===== src/rtl/simd_ge_pkg.sv =====
package simd_ge_pkg;

  // operation kind, taken from opcode bits 2:0
  typedef enum logic [2:0] {
    K_ADD16 = 3'd0,
    K_SUB16 = 3'd1,
    K_ADD8  = 3'd2,
    K_SUB8  = 3'd3,
    K_ASX   = 3'd4,
    K_SAX   = 3'd5,
    K_PICK  = 3'd6,
    K_RSV   = 3'd7
  } kind_e;

endpackage


===== src/rtl/simd_lane.sv =====
// One packed lane: add or subtract with a one-bit-wider result for the flag.
module simd_lane #(
  parameter int W = 8
) (
  input  logic [W-1:0] lane_a,
  input  logic [W-1:0] lane_b,
  input  logic         do_sub,
  input  logic         is_uns,
  output logic [W-1:0] lane_sum,
  output logic         lane_ge
);
  logic [W:0] ext_a, ext_b, full;

  always_comb begin
    ext_a = {(is_uns ? 1'b0 : lane_a[W-1]), lane_a};
    ext_b = {(is_uns ? 1'b0 : lane_b[W-1]), lane_b};
    full  = do_sub ? (ext_a - ext_b) : (ext_a + ext_b);
  end

  assign lane_sum = full[W-1:0];
  // unsigned add: carry out; otherwise: non-negative full-precision result
  assign lane_ge  = (is_uns && !do_sub) ? full[W] : ~full[W];
endmodule


===== src/rtl/simd_byte_pick.sv =====
// Per-byte merge of two words under a flag mask.
module simd_byte_pick #(
  parameter int BYTE_W = 8,
  parameter int NBYTE  = 4
) (
  input  logic [BYTE_W*NBYTE-1:0] src_a,
  input  logic [BYTE_W*NBYTE-1:0] src_b,
  input  logic [NBYTE-1:0]        take_a,
  output logic [BYTE_W*NBYTE-1:0] picked
);
  for (genvar n = 0; n < NBYTE; n++) begin : g_pick
    assign picked[n*BYTE_W +: BYTE_W] =
      take_a[n] ? src_a[n*BYTE_W +: BYTE_W] : src_b[n*BYTE_W +: BYTE_W];
  end
endmodule


===== src/rtl/simd_ge_unit.sv =====
module simd_ge_unit #(
  parameter int BYTE_W = 8,
  parameter int NBYTE  = 4
) (
  input  logic                    clk,
  input  logic                    rst_n,
  input  logic                    in_valid,
  input  logic [3:0]              op_code,
  input  logic [BYTE_W*NBYTE-1:0] opnd_a,
  input  logic [BYTE_W*NBYTE-1:0] opnd_b,
  output logic                    out_done,
  output logic [BYTE_W*NBYTE-1:0] out_result,
  output logic [NBYTE-1:0]        out_ge
);
  import simd_ge_pkg::*;

  localparam int DATA_W = BYTE_W * NBYTE;
  localparam int NHALF  = 2;
  localparam int HALF_W = DATA_W / NHALF;
  localparam int BPH    = NBYTE / NHALF;

  kind_e kind;
  logic  uns, xchg, is_half, is_byte;

  assign kind    = kind_e'(op_code[2:0]);
  assign uns     = op_code[3];
  assign xchg    = (kind == K_ASX) || (kind == K_SAX);
  assign is_half = (kind == K_ADD16) || (kind == K_SUB16) || xchg;
  assign is_byte = (kind == K_ADD8) || (kind == K_SUB8);

  // halfword lanes
  logic [DATA_W-1:0] half_res;
  logic [NHALF-1:0]  half_ge;
  logic [NBYTE-1:0]  half_ge_x;

  for (genvar h = 0; h < NHALF; h++) begin : g_half
    localparam int HOTHER = NHALF - 1 - h;
    logic [HALF_W-1:0] b_src;
    logic              sub_h;
    assign b_src = xchg ? opnd_b[HOTHER*HALF_W +: HALF_W] : opnd_b[h*HALF_W +: HALF_W];
    // upper half subtracts in the subtract/add form, lower half in add/subtract form
    assign sub_h = (kind == K_SUB16) || ((h == NHALF - 1) ? (kind == K_SAX) : (kind == K_ASX));
    simd_lane #(.W(HALF_W)) u_lane (
      .lane_a  (opnd_a[h*HALF_W +: HALF_W]),
      .lane_b  (b_src),
      .do_sub  (sub_h),
      .is_uns  (uns),
      .lane_sum(half_res[h*HALF_W +: HALF_W]),
      .lane_ge (half_ge[h])
    );
  end

  for (genvar g = 0; g < NBYTE; g++) begin : g_half_flag
    assign half_ge_x[g] = half_ge[g / BPH];
  end

  // byte lanes
  logic [DATA_W-1:0] byte_res;
  logic [NBYTE-1:0]  byte_ge;

  for (genvar n = 0; n < NBYTE; n++) begin : g_byte
    simd_lane #(.W(BYTE_W)) u_lane (
      .lane_a  (opnd_a[n*BYTE_W +: BYTE_W]),
      .lane_b  (opnd_b[n*BYTE_W +: BYTE_W]),
      .do_sub  (kind == K_SUB8),
      .is_uns  (uns),
      .lane_sum(byte_res[n*BYTE_W +: BYTE_W]),
      .lane_ge (byte_ge[n])
    );
  end

  // byte pick from stored flags
  logic [DATA_W-1:0] pick_res;

  simd_byte_pick #(.BYTE_W(BYTE_W), .NBYTE(NBYTE)) u_pick (
    .src_a (opnd_a),
    .src_b (opnd_b),
    .take_a(out_ge),
    .picked(pick_res)
  );

  logic [DATA_W-1:0] res_d;
  logic [NBYTE-1:0]  ge_d;

  always_comb begin
    res_d = '0;
    ge_d  = out_ge;
    if (is_half) begin
      res_d = half_res;
      ge_d  = half_ge_x;
    end else if (is_byte) begin
      res_d = byte_res;
      ge_d  = byte_ge;
    end else if (kind == K_PICK) begin
      res_d = pick_res;
    end
  end

  always_ff @(posedge clk) begin
    if (!rst_n) begin
      out_done   <= 1'b0;
      out_result <= '0;
      out_ge     <= '0;
    end else begin
      out_done <= in_valid;
      if (in_valid) begin
        out_result <= res_d;
        out_ge     <= ge_d;
      end
    end
  end
endmodule


===== config.mk =====
export PLATFORM = sky130hd
export DESIGN_NAME = simd_ge_unit
export DESIGN_NICKNAME = d
export VERILOG_FILES = /design/src/rtl/simd_ge_pkg.sv /design/src/rtl/simd_lane.sv /design/src/rtl/simd_byte_pick.sv /design/src/rtl/simd_ge_unit.sv
export SDC_FILE = /design/constraint.sdc
export NUM_CORES = 1
export LEC_CHECK = 0
export CORE_ASPECT_RATIO = 0.8
export CORE_MARGIN = 2
export CORE_UTILIZATION = 60
export CTS_CLUSTER_DIAMETER = 100
export CTS_CLUSTER_SIZE = 20
export DETAILED_ROUTE_END_ITERATION = 6
export DONT_BUFFER_PORTS = 1
export PLACE_DENSITY = 0.79
export SYNTH_ARGS = -nofsm -noshare
export SYNTH_HDL_FRONTEND = slang
export SYNTH_SLANG_ARGS = --single-unit

===== constraint.sdc =====
create_clock -name clk -period 4.5 [get_ports clk]
set_clock_uncertainty 0.15 [all_clocks]
set_input_delay 0.225 -clock clk [delete_from_list [all_inputs] [get_ports clk]]
set_output_delay 0.225 -clock clk [all_outputs]
set_load 0.1 [all_outputs]

==> results.json, run 1 <==
{
  "ys_warn_count": 0,
  "fillers": 1066,
  "total_power_mw": 2.06,
  "maxCapViolCount": 0,
  "leakagePower_nw": 2.87,
  "slew_headroom": 0.267,
  "async_reset_ff_frac": 0,
  "syn_avg_cell_area_um2": 7.24,
  "ys_seq_area_frac": 0.107,
  "antenna_cells": 0,
  "first_global_vias": 6555,
  "worstMarginPinSlew_ns": 1.10,
  "die_w_um": 124,
  "synth_top_area_frac": 0.126,
  "ctsHoldBuffers": 4,
  "switching_power_mw": 1.02,
  "p_comb_frac": 0.513,
  "arrival_ns": 3.70,
  "firstDrtPassIters": 6,
  "grt.overflow.total": 0,
  "ant_nets": 0,
  "post_cts_resized": 0,
  "gp_routability_congestion": 0.983,
  "hold_violations": 1,
  "synth_cell_type_count": 68,
  "cts_root_buf": "clkbuf_16",
  "drcViolationCount": 0,
  "cts_tree": "yes",
  "setup_viol": 0,
  "die_y_um": 100,
  "power_density_nw_per_um2": 290,
  "area_delta_synth_final_pct": 2.52,
  "synth_flop_cell": "dfxtp_1",
  "internal-power_mw": 1.05,
  "ir_drop_mv": 0.173,
  "netlist_area_um2": 6950,
  "fin_cells": 1060,
  "crit_end": "out_result[25]",
  "start_kind": "primary input",
  "yosysTopAreaCell": "ha_1",
  "r2r_slack_ns": 2.29,
  "clock_path_buffers": 2,
  "fin_crit_ns": 3.67,
  "critical_path.max_fanout": 27,
  "ys_ff_latch": 37,
  "num_vias": 7114,
  "fin_crit_sh": 0.816,
  "finalCoreUtilization": 0.626,
  "grt_pass1_wl_mm": 36.2,
  "rsz0062_at_grt": "false",
  "synth.area.top_cells": "ha_1 13%, dfxtp_1 11%, mux2i_1 8.9%",
  "fin_tns_setup_ns": 0,
  "synth_edf_count": 0,
  "failed_checks": "negative hold slack",
  "avgViaCountPerCell": 6.71,
  "p_clk_frac": 0.181,
  "grtUsageTotal": 0.363,
  "final-max-slew-violation-count": 0,
  "h-tree-depth": 2,
  "required_ns": 4.53,
  "most-common-layout-cells": "93 x a21oi_1, 86 x nor2_1, 70 x ha_1, 67 x xnor2_1, 67 x nand2_1",
  "antenna_found_initial": 0,
  "seqPwrFrac": 0.306,
  "place_inst": 1048,
  "detail_route.wl_per_cell_um": 21.9,
  "synthCells": 959,
  "io_buffers": 0,
  "boundaryPins": 108,
  "numCtsBuffers": 5,
  "crit_type": "primary input to flip-flop",
  "synth_nets": 1106,
  "initial_core_util": 0.610,
  "grt_max_degree": 53,
  "worstReg2RegStart": "out_ge[3]",
  "power.share.switching": 0.494,
  "cts.clk_slew.worst_paths_ns": 0.06,
  "r2r_end": "out_result[25]",
  "core_um2": 11400,
  "dr.first_iter.drc_count": 945,
  "die_area_um2": 12500,
  "whs_ns": -0.00761,
  "drive_gt1_frac": 0.0417,
  "setup.worst_path.end_class": "flip-flop",
  "worstHoldPathType": "primary input to flip-flop",
  "rows": 35,
  "layout_commonest_cell": "a21oi_1",
  "dp_hpwl_mm": 17.4,
  "fmax_ghz": 0.272,
  "cts.sinks": 37,
  "routed_wl_mm": 23.2,
  "outcome": "complete, but fails checks",
  "num-nets-final": 1058,
  "postCtsSetupRepairBufs": 0,
  "startpoint": "op_code[2]",
  "clk_latency_ns": 0.29,
  "r2r_cells": 6
}
[metal layers]
metal | track usage | up-vias | wire (um)
li1 | - | 3380 | -
met1 | 0.515 | 3233 | 10100
met2 | 0.522 | 450 | 8940
met3 | 0.139 | 51 | 3690
met4 | 0.0735 | 0 | 464
met5 | 0 | - | 0
[metrics by stage]
step / worst slack (ns) / hold WS (ns) / area [um^2]
floorplan: 0.237 / 0.387 / 6950
global placement: 0.843 / 0.170 / 6930
detailed placement: 0.726 / 0.172 / 6930
CTS: 0.862 / 0.000899 / 7120
global route: 0.532 / 0.0148 / 7120
finish: 0.828 / -0.00761 / 7120
[layout make-up]
type	instances	area [um^2]	share of cell area
Clock inverter	2	13.8	0.00193
Clock buffer	6	139	0.0195
Tap cell	148	185	0.0260
Sequential cell	37	741	0.104
Multi-Input combinational cell	811	5760	0.809
Inverter	39	146	0.0206
Timing Repair Buffer	17	138	0.0193
[cell families (layout without fill, tap and decap cells)]
| logic type | after synthesis | count (layout) | share of synthesized area |
|---|---|---|---|
| compound gates | 300 | 300 | 0.277 |
| xor+xnor | 103 | 103 | 0.130 |
| fa+ha+maj | 76 | 76 | 0.143 |
| buf+inv | 111 | 64 | 0.0654 |
| flops | 37 | 37 | 0.107 |
| mux | 62 | 62 | 0.0893 |
| simple gates | 270 | 270 | 0.188 |
[synthesized netlist by cell type, types with 3 or more instances]
cell / n
a211oi_1: 7
a21o_1: 23
a21oi_1: 93
a31oi_1: 15
and2_1: 4
and3_1: 3
buf_1: 7
buf_2: 7
buf_6: 3
clkbuf_1: 52
dfxtp_1: 37
fa_1: 6
ha_1: 70
inv_1: 39
mux2i_1: 62
nand2_1: 67
nand2b_1: 18
nand3_1: 14
nand4_1: 4
nor2_1: 86
nor2b_1: 11
nor3_1: 33
nor3b_1: 4
nor4b_1: 4
o211ai_1: 9
o21a_1: 8
o21ai_0: 53
o21bai_1: 8
o221a_2: 4
o221ai_1: 18
o22a_1: 3
o22ai_1: 21
o2bb2ai_1: 3
o31ai_1: 6
o32ai_1: 3
or2_2: 3
or3_1: 7
xnor2_1: 67
xor2_1: 36
[critical path, cell delays in order]
cell and delay [ns]:
nor2b_4 0.27, mux2i_1 0.32, ha_1 0.26, nor2_1 0.08, xor2_1 0.18, ha_1 0.36
o21ai_0 0.18, a21oi_1 0.09, o41ai_1 0.50, o21ai_0 0.19, xor2_1 0.17, o21ai_0 0.19
a21oi_1 0.09, dlygate4sd3_1 0.60
[worst min-delay path by stage]
stage	startpoint	to	slack (ns)	cells after the start
detailed placement	in_valid	out_result[25]	0.17	1
global route	rst_n	out_result[15]	0.01	2
floorplan	opnd_b[30]	out_result[30]	0.39	4
global placement	in_valid	out_result[25]	0.17	1
finish	rst_n	out_result[15]	-0.008	2
CTS	rst_n	out_result[15]	0.0009	2
[state kept, by name, indices dropped and copies added (netlist names)]
register    cells
out_result     32
out_done        1
out_ge          4
[power by group through the flow]
stage               Sequential [mW]  Clock (mW)  Combinational, mW
floorplan                     0.648           0              0.855
global placement              0.637           0               1.00
global route                  0.635       0.381               1.16
detailed placement            0.638           0               1.02
CTS                           0.631       0.367               1.04
finish                        0.631       0.373               1.06
Note: power is estimated with default switching activity, not from simulation.
==> run 2: changes to the inputs <==
- PLACE_DENSITY: 0.79 -> 0.76
- clock period: 4.5 -> 3.4 ns (I/O delays scaled with it)
==> run 2 against run 1 <==
- the run now ends clean
- utilization rose by 4.2 points
- sequential power rose by 25%
- total power rose by 38%
- register-to-register slack got worse by 1.5 ns
- critical endpoint is now out_ge[2]
- highest routed layer unchanged
==> results.json, run 2 (synthesized netlist as in run 1, its figures left out) <==
{
  "slowest_delay_ns": 0.38,
  "die_y_um": 100,
  "p_comb_frac": 0.560,
  "switching_power_mw": 1.39,
  "routed_wl_mm": 23.7,
  "cts.sinks": 37,
  "seqPwrFrac": 0.277,
  "rows": 35,
  "drcViolationCount": 0,
  "num_vias": 7402,
  "setup_ws_ns": 0.192,
  "most-common-layout-cells": "87 x a21oi_1, 86 x nor2_1, 68 x ha_1, 67 x xnor2_1, 67 x nand2_1",
  "cts.clk_slew.worst_paths_ns": 0.06,
  "cts_root_buf": "clkbuf_16",
  "pre_cts_ws_ns": -0.162,
  "cts_tree": "yes",
  "whs_ns": 0.0154,
  "hold_violations": 0,
  "area_delta_synth_final_pct": 9.47,
  "maxCapViolCount": 0,
  "core_um2": 11400,
  "crit_top_cell": "a21o_1",
  "worstReg2RegStart": "out_ge[0]",
  "crit_type": "primary input to flip-flop",
  "top_regs": "out_result (32), out_ge (4), out_done (1)",
  "gp_routability_congestion": 0.935,
  "fin_tns_setup_ns": 0,
  "grt_max_degree": 50,
  "final-max-slew-violation-count": 0,
  "numCtsBuffers": 5,
  "start_kind": "primary input",
  "layout_commonest_cell": "a21oi_1",
  "r2r_end": "out_result[3]",
  "boundaryPins": 108,
  "drive_gt1_frac": 0.106,
  "leakagePower_nw": 3.14,
  "detail_route.wl_per_cell_um": 21.3,
  "grtUsageTotal": 0.367,
  "initial_core_util": 0.610,
  "r2r_slack_ns": 0.79,
  "r2r_cells": 5,
  "dp_hpwl_mm": 17.8,
  "worstHoldPathType": "primary input to flip-flop",
  "p_clk_frac": 0.163,
  "num-nets-final": 1111,
  "setup_viol": 0,
  "ant_nets": 0,
  "design_area_um2": 7610,
  "firstDrtPassIters": 5,
  "hp-start": "rst_n",
  "finalCoreUtilization": 0.668,
  "arrival_ns": 3.22,
  "cp_cell_sequence": "nor2b_4 > mux2i_1 > o21ai_0 > a21o_1 > o21ai_2 > and2_1 > a31oi_1 > xor2_1 > ha_1 > a21oi_1 > nand2_1 > a221o_1 > a21o_1 > a31oi_2 > a31o_2 > nor3_1",
  "crit_slowest_cell": "a221o_1",
  "total_power_mw": 2.84,
  "outcome": "complete, no violations",
  "power.share.switching": 0.488,
  "hold_end": "out_result[27]",
  "required_ns": 3.41,
  "min_delay_path_depth": 2,
  "startpoint": "op_code[2]",
  "antenna_cells": 0,
  "clk_latency_ns": 0.28,
  "antenna_found_initial": 0,
  "largest_reg_flops": 32,
  "avgViaCountPerCell": 6.65,
  "post_dp_cell_area_um2": 7350,
  "first_global_vias": 6661,
  "rsz0062_at_grt": "false",
  "internal-power_mw": 1.45,
  "die_area_um2": 12500,
  "ir_drop_mv": 0.179,
  "die_w_um": 124,
  "grt_pass1_wl_mm": 36.6,
  "worstMarginPinSlew_ns": 1.04,
  "slew_headroom": 0.309,
  "regMostFlops": "out_result",
  "fin_crit_sh": 0.943,
  "fin_crit_ns": 3.21,
  "power_density_nw_per_um2": 373,
  "place_inst": 1097,
  "h-tree-depth": 2,
  "fmax_ghz": 0.312,
  "fin_cells": 1113,
  "setup.worst_path.end_class": "flip-flop",
  "grt.overflow.total": 0,
  "critical_path.max_fanout": 27,
  "dr.first_iter.drc_count": 851,
  "clock_path_buffers": 2,
  "io_buffers": 0
}
## run 2: changes by cell type in the layout (fill, tap and decap cells not counted), sizes merged
cell and delta:
buf +51, dlygate4sd3 +2
## run 2: layer usage
metal | wire (um) | GRT usage | share of wire | up-vias
met3 | 3630 | 0.123 | 0.15 | 44
met1 | 10200 | 0.531 | 0.43 | 3403
met5 | 0 | 0 | 0 | -
met2 | 9310 | 0.523 | 0.39 | 469
met4 | 506 | 0.0873 | 0.021 | 0
li1 | - | - | - | 3486
## run 2: worst max path at each step
stage / to / slack (ns) / depth (start not counted)
floorplan: out_result[12] / -0.23 / 21
global placement: out_ge[2] / -0.07 / 16
detailed placement: out_ge[2] / -0.16 / 16
CTS: out_ge[2] / 0.12 / 16
global route: out_result[30] / 0.003 / 19
finish: out_ge[2] / 0.19 / 16
## run 2: power by group through the flow
| stage | sequential, mW | combinational [mW] | clock, mW |
|---|---|---|---|
| 2_1_floorplan | 0.858 | 1.15 | 0 |
| 3_3_place_gp | 0.793 | 1.49 | 0 |
| 3_5_place_dp | 0.794 | 1.51 | 0 |
| 4_1_cts | 0.785 | 1.55 | 0.466 |
| 5_1_grt | 0.791 | 1.72 | 0.477 |
| 6_report | 0.786 | 1.59 | 0.462 |
## run 2: what timing repair did
action / 4_1_cts / 5_1_grt
endpoints found under the setup margin: 0 / 5
setup buffers: 0 / 1
hold endpoints to repair: 30 / 0
hold buffers: 7 / 0
gates resized for setup: 0 / 6
## run 2: area by class of cell
class	count	area [um^2]
clock buffers	6	129
clock inverters	2	10.0
fillers	1020	3780
inverters	39	146
multi-input cells	811	5830
flip-flops and latches	37	741
well taps	148	185
repair buffers	70	566
## run 2: critical path: cells and delay by family
family          cells  cell delay [ns]
compound gates      9             1.80
xor+xnor            1             0.19
simple gates        4             0.46
fa+ha+maj           1             0.35
mux                 1             0.23
==> run 3: changes to the inputs <==
- CELL_PAD_IN_SITES_DETAIL_PLACEMENT: default -> 0
- CELL_PAD_IN_SITES_GLOBAL_PLACEMENT: default -> 2
- CORE_UTILIZATION: 60 -> 38
- PLACE_DENSITY: 0.76 -> default
- PLACE_DENSITY_LB_ADDON: default -> 0.1
==> run 3 against run 2 <==
- sequential power shrank 10%
- worst setup slack lost 0.0083 ns
- utilization shrank 23 points
- critical path type unchanged
==> results.json, run 3 (synthesized netlist as in run 1, its figures left out) <==
{
  "outcome": "complete, no violations",
  "seqCellArea_um2": 742,
  "fmax_ghz": 0.311,
  "top_regs": "out_result (32), out_ge (4), out_done (1)",
  "dp_hpwl_mm": 22.2,
  "drive_gt1_frac": 0.135,
  "num-nets-final": 1139,
  "largest_reg_flops": 32,
  "fin_tns_setup_ns": 0,
  "dr.first_iter.drc_count": 676,
  "io_buffers": 0,
  "final-max-slew-violation-count": 0,
  "worstMarginPinSlew_ns": 1.13,
  "initial_core_util": 0.385,
  "die_area_um2": 19400,
  "slew_headroom": 0.248,
  "hold_violations": 0,
  "hp-start": "in_valid",
  "drcViolationCount": 0,
  "fin_crit_ns": 3.22,
  "die_y_um": 125,
  "gp_routability_congestion": 0.904,
  "r2r_cells": 7,
  "fillers": 1868,
  "arrival_ns": 3.30,
  "grt_pass1_wl_mm": 43.7,
  "numCtsBuffers": 5,
  "crit_slowest_cell": "a221o_1",
  "required_ns": 3.48,
  "cts.clk_slew.worst_paths_ns": 0.07,
  "routed_wl_mm": 29.2,
  "leakagePower_nw": 3.29,
  "total_power_mw": 3.00,
  "area_delta_synth_final_pct": 14.0,
  "cts_tree": "yes",
  "setup_ws_ns": 0.184,
  "worstReg2RegStart": "out_ge[1]",
  "core_um2": 18100,
  "worstHoldPathType": "primary input to flip-flop",
  "cp_cell_sequence": "nor2b_4 > buf_4 > buf_4 > nor3_1 > a21oi_1 > o21ai_1 > and2_1 > a31oi_1 > xor2_1 > ha_1 > a21oi_1 > nand2_1 > a221o_1 > a21o_1 > a31oi_1 > nor3_1 > nor3_1",
  "crit_top_cell": "nor3_1",
  "ir_drop_mv": 0.212,
  "setup_viol": 0,
  "power_density_nw_per_um2": 379,
  "num_vias": 7341,
  "startpoint": "op_code[2]",
  "path_depth": 17,
  "antenna_cells": 0,
  "crit_buf_inv": 2,
  "clk_latency_ns": 0.31,
  "setup.worst_path.end_class": "flip-flop",
  "grtUsageTotal": 0.299,
  "h-tree-depth": 2,
  "crit_type": "primary input to flip-flop",
  "cts_root_buf": "clkbuf_16",
  "cpLargestDelayFamily": "compound AO/OA/AOI/OAI gates",
  "clock_path_buffers": 2,
  "regMostFlops": "out_result",
  "die_w_um": 155,
  "slowest_delay_ns": 0.38,
  "maxCapViolCount": 0,
  "most-common-layout-cells": "93 x buf_4, 86 x nor2_1, 85 x a21oi_1, 68 x ha_1",
  "boundaryPins": 108,
  "ant_nets": 0,
  "pre_cts_ws_ns": -0.157,
  "layout_commonest_cell": "buf_4",
  "avgViaCountPerCell": 6.00,
  "multiInputGateArea_um2": 5830,
  "firstDrtPassIters": 5,
  "cts.sinks": 37,
  "rows": 44,
  "detail_route.wl_per_cell_um": 23.9,
  "first_global_vias": 7189,
  "min_delay_path_depth": 2,
  "whs_ns": 0.0261,
  "start_kind": "primary input",
  "rsz0062_at_grt": "false",
  "finalCoreUtilization": 0.439,
  "grt_max_degree": 46,
  "grt.overflow.total": 0,
  "antenna_found_initial": 1,
  "fin_crit_sh": 0.946,
  "critical_path.max_fanout": 27
}
==> run 3: power by group <==
part,internal [mW],switching (mW)
Clock,0.293,0.233
Sequential,0.482,0.223
Combinational,0.752,1.02
Total,1.53,1.47
==> run 3: layout make-up <==
type,count,share of cell area
flip-flops and latches,37,0.0937
well taps,230,0.0363
clock inverters,2,0.00174
multi-input cells,811,0.737
repair buffers,98,0.0957
clock buffers,6,0.0175
inverters,39,0.0185
==> run 3: layer usage <==
layer	vias to the layer above	share of wire	track usage	wire length, um
met5	-	0	0	0
li1	3550	-	-	-
met1	3454	0.48	0.430	14100
met2	303	0.40	0.426	11600
met4	0	0.018	0.0696	527
met3	34	0.10	0.103	3060
==> run 3: final timing paths <==
| check | end | slack [ns] |
|---|---|---|
| max | out_ge[2] | 0.18 |
| min | out_result[12] | 0.03 |
| max reg2reg | out_result[8] | 1.53 |
| min reg2reg | out_result[3] | 0.38 |
==> run 3: per-stage QoR <==
| stage | area (um^2) | instances |
|---|---|---|
| after detailed placement | 7670 | 1209 |
| after floorplan | 7020 | 959 |
| final | 7920 | 1223 |
| after global placement | 7670 | 1209 |
| after global routing | 7920 | 1223 |
| after CTS | 7880 | 1222 |
==> run 3: timing repair <==
action / 4_1_cts / 5_1_grt
endpoints found under the hold margin: 31 / 0
hold buffers: 5 / 0
setup buffers: 0 / 1
endpoints found under the setup margin: 0 / 10
resized for setup: 0 / 9
